[src/rtl/swc_pkg.sv]
package swc_pkg;
  typedef enum logic {
    ST_RUN   = 1'b0,
    ST_SLEEP = 1'b1
  } swc_state_t;
endpackage

[src/rtl/swc_sync.sv]
module swc_sync #(
  parameter int W      = 2,
  parameter int STAGES = 2
) (
  input  logic         clk,
  input  logic         rst,
  input  logic         clr,
  input  logic [W-1:0] d,
  output logic [W-1:0] q
);
  generate
    for (genvar b = 0; b < W; b++) begin : g_bit
      logic [STAGES-1:0] chain;
      always_ff @(posedge clk) begin
        if (rst || clr) chain <= '0;
        else            chain <= {chain[STAGES-2:0], d[b]};
      end
      assign q[b] = chain[STAGES-1];
    end
  endgenerate
endmodule

[src/rtl/swc_wake_detect.sv]
module swc_wake_detect #(
  parameter int               N_SRC      = 4,
  parameter logic [N_SRC-1:0] ASYNC_MASK = 4'b0111
) (
  input  logic [N_SRC-1:0] int_en,
  input  logic [N_SRC-1:0] int_flag,
  output logic             any_pending,
  output logic             clockless_wake
);
  logic [N_SRC-1:0] armed;
  always_comb begin
    armed          = int_en & int_flag;
    any_pending    = |armed;
    clockless_wake = |(armed & ASYNC_MASK);
  end
endmodule

[src/rtl/swc_status.sv]
module swc_status (
  input  logic clk,
  input  logic rst,
  input  logic clr_cmd,
  input  logic enter,
  input  logic wdt_wake,
  output logic pd_n,
  output logic to_n
);
  always_ff @(posedge clk) begin
    if (rst) begin
      pd_n <= 1'b1;
      to_n <= 1'b1;
    end else if (clr_cmd) begin
      pd_n <= 1'b1;
      to_n <= 1'b1;
    end else if (enter) begin
      pd_n <= 1'b0;
      to_n <= 1'b1;
    end else if (wdt_wake) begin
      to_n <= 1'b0;
    end
  end


  clr_sets_flags_chk: assert property (@(posedge clk) disable iff (rst)
    clr_cmd |=> (pd_n && to_n));
endmodule

[src/rtl/sleep_wake_ctrl.sv]
module sleep_wake_ctrl
  import swc_pkg::*;
#(
  parameter int               N_SRC      = 4,
  parameter logic [N_SRC-1:0] ASYNC_MASK = 4'b0111,
  parameter int               ADDR_W     = 13,
  parameter logic [ADDR_W-1:0] VEC_ADDR  = 13'h0004
) (
  input  logic              clk,
  input  logic              rst,
  input  logic              sleep_cmd,
  input  logic              clrwdt_cmd,
  input  logic              mclr_req,
  input  logic              wdt_timeout,
  input  logic              gie,
  input  logic [N_SRC-1:0]  int_en,
  input  logic [N_SRC-1:0]  int_flag,
  output logic              osc_stop,
  output logic              asleep,
  output logic              wdt_clr,
  output logic              pwr_down_n,
  output logic              tmo_n,
  output logic              resume,
  output logic              vector_jump,
  output logic [ADDR_W-1:0] vector_addr,
  output logic              dev_reset
);
  localparam int SYNC_W   = 2;
  localparam int SYNC_INT = 0;
  localparam int SYNC_WDT = 1;

  swc_state_t state;
  logic any_pending, clockless_wake, wake_raw;
  logic [SYNC_W-1:0] sync_q;
  logic in_run, in_sleep, enter, clr_ok, wake_done;

  swc_wake_detect #(.N_SRC(N_SRC), .ASYNC_MASK(ASYNC_MASK)) u_detect (
    .int_en        (int_en),
    .int_flag      (int_flag),
    .any_pending   (any_pending),
    .clockless_wake(clockless_wake)
  );

  swc_sync #(.W(SYNC_W), .STAGES(2)) u_sync (
    .clk(clk),
    .rst(rst),
    .clr(!in_sleep),
    .d  ({wdt_timeout, clockless_wake}),
    .q  (sync_q)
  );

  always_comb begin
    in_run    = (state == ST_RUN);
    in_sleep  = (state == ST_SLEEP);
    wake_raw  = clockless_wake | wdt_timeout;
    osc_stop  = in_sleep & ~wake_raw & ~mclr_req;
    enter     = in_run & sleep_cmd & ~any_pending & ~mclr_req;
    clr_ok    = in_run & clrwdt_cmd & ~sleep_cmd & ~mclr_req;
    wake_done = in_sleep & ~mclr_req & (|sync_q);
    asleep    = in_sleep;
  end

  swc_status u_status (
    .clk     (clk),
    .rst     (rst),
    .clr_cmd (clr_ok),
    .enter   (enter),
    .wdt_wake(wake_done & sync_q[SYNC_WDT]),
    .pd_n    (pwr_down_n),
    .to_n    (tmo_n)
  );

  always_ff @(posedge clk) begin
    if (rst) begin
      state       <= ST_RUN;
      wdt_clr     <= 1'b0;
      resume      <= 1'b0;
      vector_jump <= 1'b0;
      vector_addr <= '0;
      dev_reset   <= 1'b0;
    end else begin
      wdt_clr     <= enter | clr_ok;
      resume      <= 1'b0;
      vector_jump <= 1'b0;
      vector_addr <= '0;
      dev_reset   <= mclr_req;
      case (state)
        ST_RUN: begin
          if (enter) state <= ST_SLEEP;
        end
        ST_SLEEP: begin
          if (mclr_req) begin
            state <= ST_RUN;
          end else if (wake_done) begin
            state       <= ST_RUN;
            resume      <= 1'b1;
            vector_jump <= gie;
            vector_addr <= gie ? VEC_ADDR : '0;
          end
        end
        default: state <= ST_RUN;
      endcase
    end
  end


  entry_effects_chk: assert property (@(posedge clk) disable iff (rst)
    $rose(asleep) |-> (wdt_clr && !pwr_down_n && tmo_n));


  pending_noop_chk: assert property (@(posedge clk) disable iff (rst)
    (in_run && sleep_cmd && any_pending) |=> (!asleep && !wdt_clr));


  resume_from_sleep_chk: assert property (@(posedge clk) disable iff (rst)
    resume |-> ($past(in_sleep) && !asleep));


  vector_with_resume_chk: assert property (@(posedge clk) disable iff (rst)
    vector_jump |-> (resume && vector_addr == VEC_ADDR));


  mclr_exit_chk: assert property (@(posedge clk) disable iff (rst)
    (in_sleep && mclr_req) |=> (dev_reset && !asleep && !resume));
endmodule

[config.mk]
export PLATFORM = sky130hd
export DESIGN_NAME = sleep_wake_ctrl
export DESIGN_NICKNAME = d
export VERILOG_FILES = /design/src/rtl/swc_pkg.sv /design/src/rtl/swc_sync.sv /design/src/rtl/swc_wake_detect.sv /design/src/rtl/swc_status.sv /design/src/rtl/sleep_wake_ctrl.sv
export SDC_FILE = /design/constraint.sdc
export NUM_CORES = 1
export LEC_CHECK = 0
export ABC_AREA = 1
export BUFFER_PORTS_ARGS = -buffer_cell sky130_fd_sc_hd__buf_2
export CORE_AREA = 2 2 39 41
export DETAILED_ROUTE_END_ITERATION = 8
export DIE_AREA = 0 0 41 43
export PLACE_DENSITY = 0.84
export REMOVE_ABC_BUFFERS = 1
export SLEW_MARGIN = 10
export SYNTH_ARGS = -nofsm -noshare
export SYNTH_HDL_FRONTEND = slang
export SYNTH_SLANG_ARGS = --single-unit
[constraint.sdc]
create_clock -name clk -period 2.5 [get_ports clk]
set_clock_uncertainty 0.05 [all_clocks]
set_input_delay 0.5 -clock clk [delete_from_list [all_inputs] [get_ports clk]]
set_output_delay 0.5 -clock clk [all_outputs]
set_load 0.1 [all_outputs]
==> out/qor.csv <==
metric,value,unit
worst vdd ir,0.000345,V
WL/cell,7.47,um
RSZ-0062 raised after global routing,false,
reg2reg end,u_status.to_n,
"Remaining Overflow, GRT",0,
routed vias/inst,3.95,
share of cells above drive strength 1,31.2,%
Area contributors post-synth,"dfxtp_1, buf_4, nor2_1",
pre-CTS WS,0.541,ns
Pleak,0.000344,uW
starting density of the core,36.6,%
Core ar.,1380,um^2
Post-Syn Area,507,um^2
post-cts sizing count,0,
die area,1760,um^2
Setup crit end kind,output port,
PnR worst setup slack,0.542,ns
initial antenna violation count,0,
# placed instances,105,
post-synthesis cell type count,12,
CTS tree,done,
via count,431,
R2R Setup Slk,1.56,ns
Total Nets Final,109,
Port-buffer cells,23,
fin util,44.2,%
r2r worst-path depth,5,
P per Cell Area,692,nW/um^2
DRT iter0 DRCs,4,
CP Launch Point,int_en[0],
most frequent CP cell,buf_2,
clk sinks,11,
largest net degree at the start of global routing,8,
maximum clock rate,0.511,GHz
n_diodes,0,
Setup-failing EPs final,0,
Synthesis Warnings,0,
Max Buffers Root-to-Sink,2,
final hold vios,0,
WHS Endpoint,u_sync.g_bit[1].chain[1],
worst reg2reg startpoint,asleep,
Hold Startpoint,u_sync.g_bit[1].chain[0],
Pre-antenna DRT Iters,2,
vias in the first global route,383,
Worst-Skew Late Latency,0.26,ns
buffer count from post-CTS setup fixing,0,
slowest stage cell on the critical path,buf_2,
Setup crit start kind,input port,
Final Max Slew Viols,0,
"Seq/Total Area, Yosys",43.5,%
fin crit share,78.3,%
site row count,14,
Detail Placement HPWL,717,um
CTS buffer count,3,
Crit Path Category,input port to output port,
WP buf/inv,2,
die width,41,um
min cycle time layout,1.96,ns
Crit path arrival time,1.41,ns
syn_area_per_cell,7.45,um^2
synthesized flop and latch total,11,
worst hold stages,2,
CTS H-tree lvls,1,
Hold Buf Count CTS,0,
Placer Congestion,0.782,
"delay-heaviest family, CP",buffers and inverters,
root buf cell,clkbuf_4,
max-cap viol count,0,
Chip Height,43,um
Worst Hold Class,flop to flop,
fin cells,109,
critical-path cell list,"buf_2, nand2_1, nand3_1, nor3_1, buf_2",
status,finished clean,
DRT Wirelength,814,um
top-area cell type share of the netlist area,43.5,%
Syn Inst Count,68,
area grow syn2layout,20.7,%
Ports,36,
post-route ant nets,0,
dominant cell type by area after synthesis,dfxtp_1,
# DRC,0,
first-pass GRT wire length,1320,um
clock transition at the registers of the reported paths,0.06,ns
crit-path max cell delay,0.45,ns
crit-path max FO,4,
total track usage,11.0,%
Worst Path Required,1.95,ns
-- kinds of logic after synthesis --
kind of cell	Yosys count	synth area share, %
and+or+nand+nor	34	29.9
buffers and inverters	22	25.9
DFF	11	43.5
other	1	0.740
-- report_power, final --
group | internal [uW] | switching, uW | total [uW]
Sequential | 178 | 1.59 | 180
Clock | 61.6 | 52.2 | 114
Combinational | 15.1 | 114 | 130
Total | 255 | 168 | 423
-- registers in the layout (all words and copies together), names as in the netlist --
signal	count
wdt_clr	1
asleep	1
u_status.pd_n	1
resume	1
u_status.to_n	1
u_sync.g_bit.chain	4
dev_reset	1
vector_addr	1
-- worst min-delay path: stages, from the launching register on --
cell and delay, ns:
dfxtp_1 0.30, inv_1 0.04, nor2_1 0.04
-- synth_stat cells --
master / count
nor2_1: 13
buf_4: 13
nand3_2: 1
nor3b_1: 1
dfxtp_1: 11
inv_1: 9
nor3_1: 1
nor2_2: 2
conb_1: 1
or2_1: 1
nand2_1: 11
nand3_1: 4
-- metrics by stage --
stage / TNS (ns) / area (um^2) / hold slack (ns) / total power, uW
final: 0 / 612 / 0.364 / 423
after global routing: 0 / 612 / 0.396 / 448
after CTS: 0 / 612 / 0.363 / 430
after detailed placement: 0 / 586 / 0.354 / 314
after global placement: 0 / 586 / 0.347 / 313
after floorplan: -1.33 / 450 / 0.344 / 296
-- final cells by class --
cell class,count,area [um^2]
Clock buffer,4,26.3
Fill cell,158,772
Inverter,9,33.8
Multi-Input combinational cell,46,196
Sequential cell,11,220
Tap cell,16,20.0
Timing Repair Buffer,23,115
-- worst max-delay path by stage --
stage	to	slack [ns]	cells after the start
CTS	osc_stop	0.53	5
global route	osc_stop	0.46	3
floorplan	osc_stop	-1.33	2
finish	osc_stop	0.54	5
global placement	osc_stop	0.54	5
detailed placement	osc_stop	0.54	5
-- cells in the final DEF, fill, tap and decap left out --
cell type  Yosys  layout
nor2_1        13      13
buf_2          0      23
dfxtp_1       11      11
nor3b_1        1       1
clkbuf_1       0       1
nand3_2        1       1
conb_1         1      12
nor2_2         2       2
nand2_1       11      11
inv_1          9       9
nand3_1        4       4
nor3_1         1       1
clkbuf_4       0       3
or2_1          1       1
-- layer usage --
layer  part of all wire [%]  GRT usage (%)
met2                     50           19.1
met5                      0              0
met1                     37           10.7
met3                     13           6.28
met4                      0           2.00
Power figures use the tool's default switching activity.
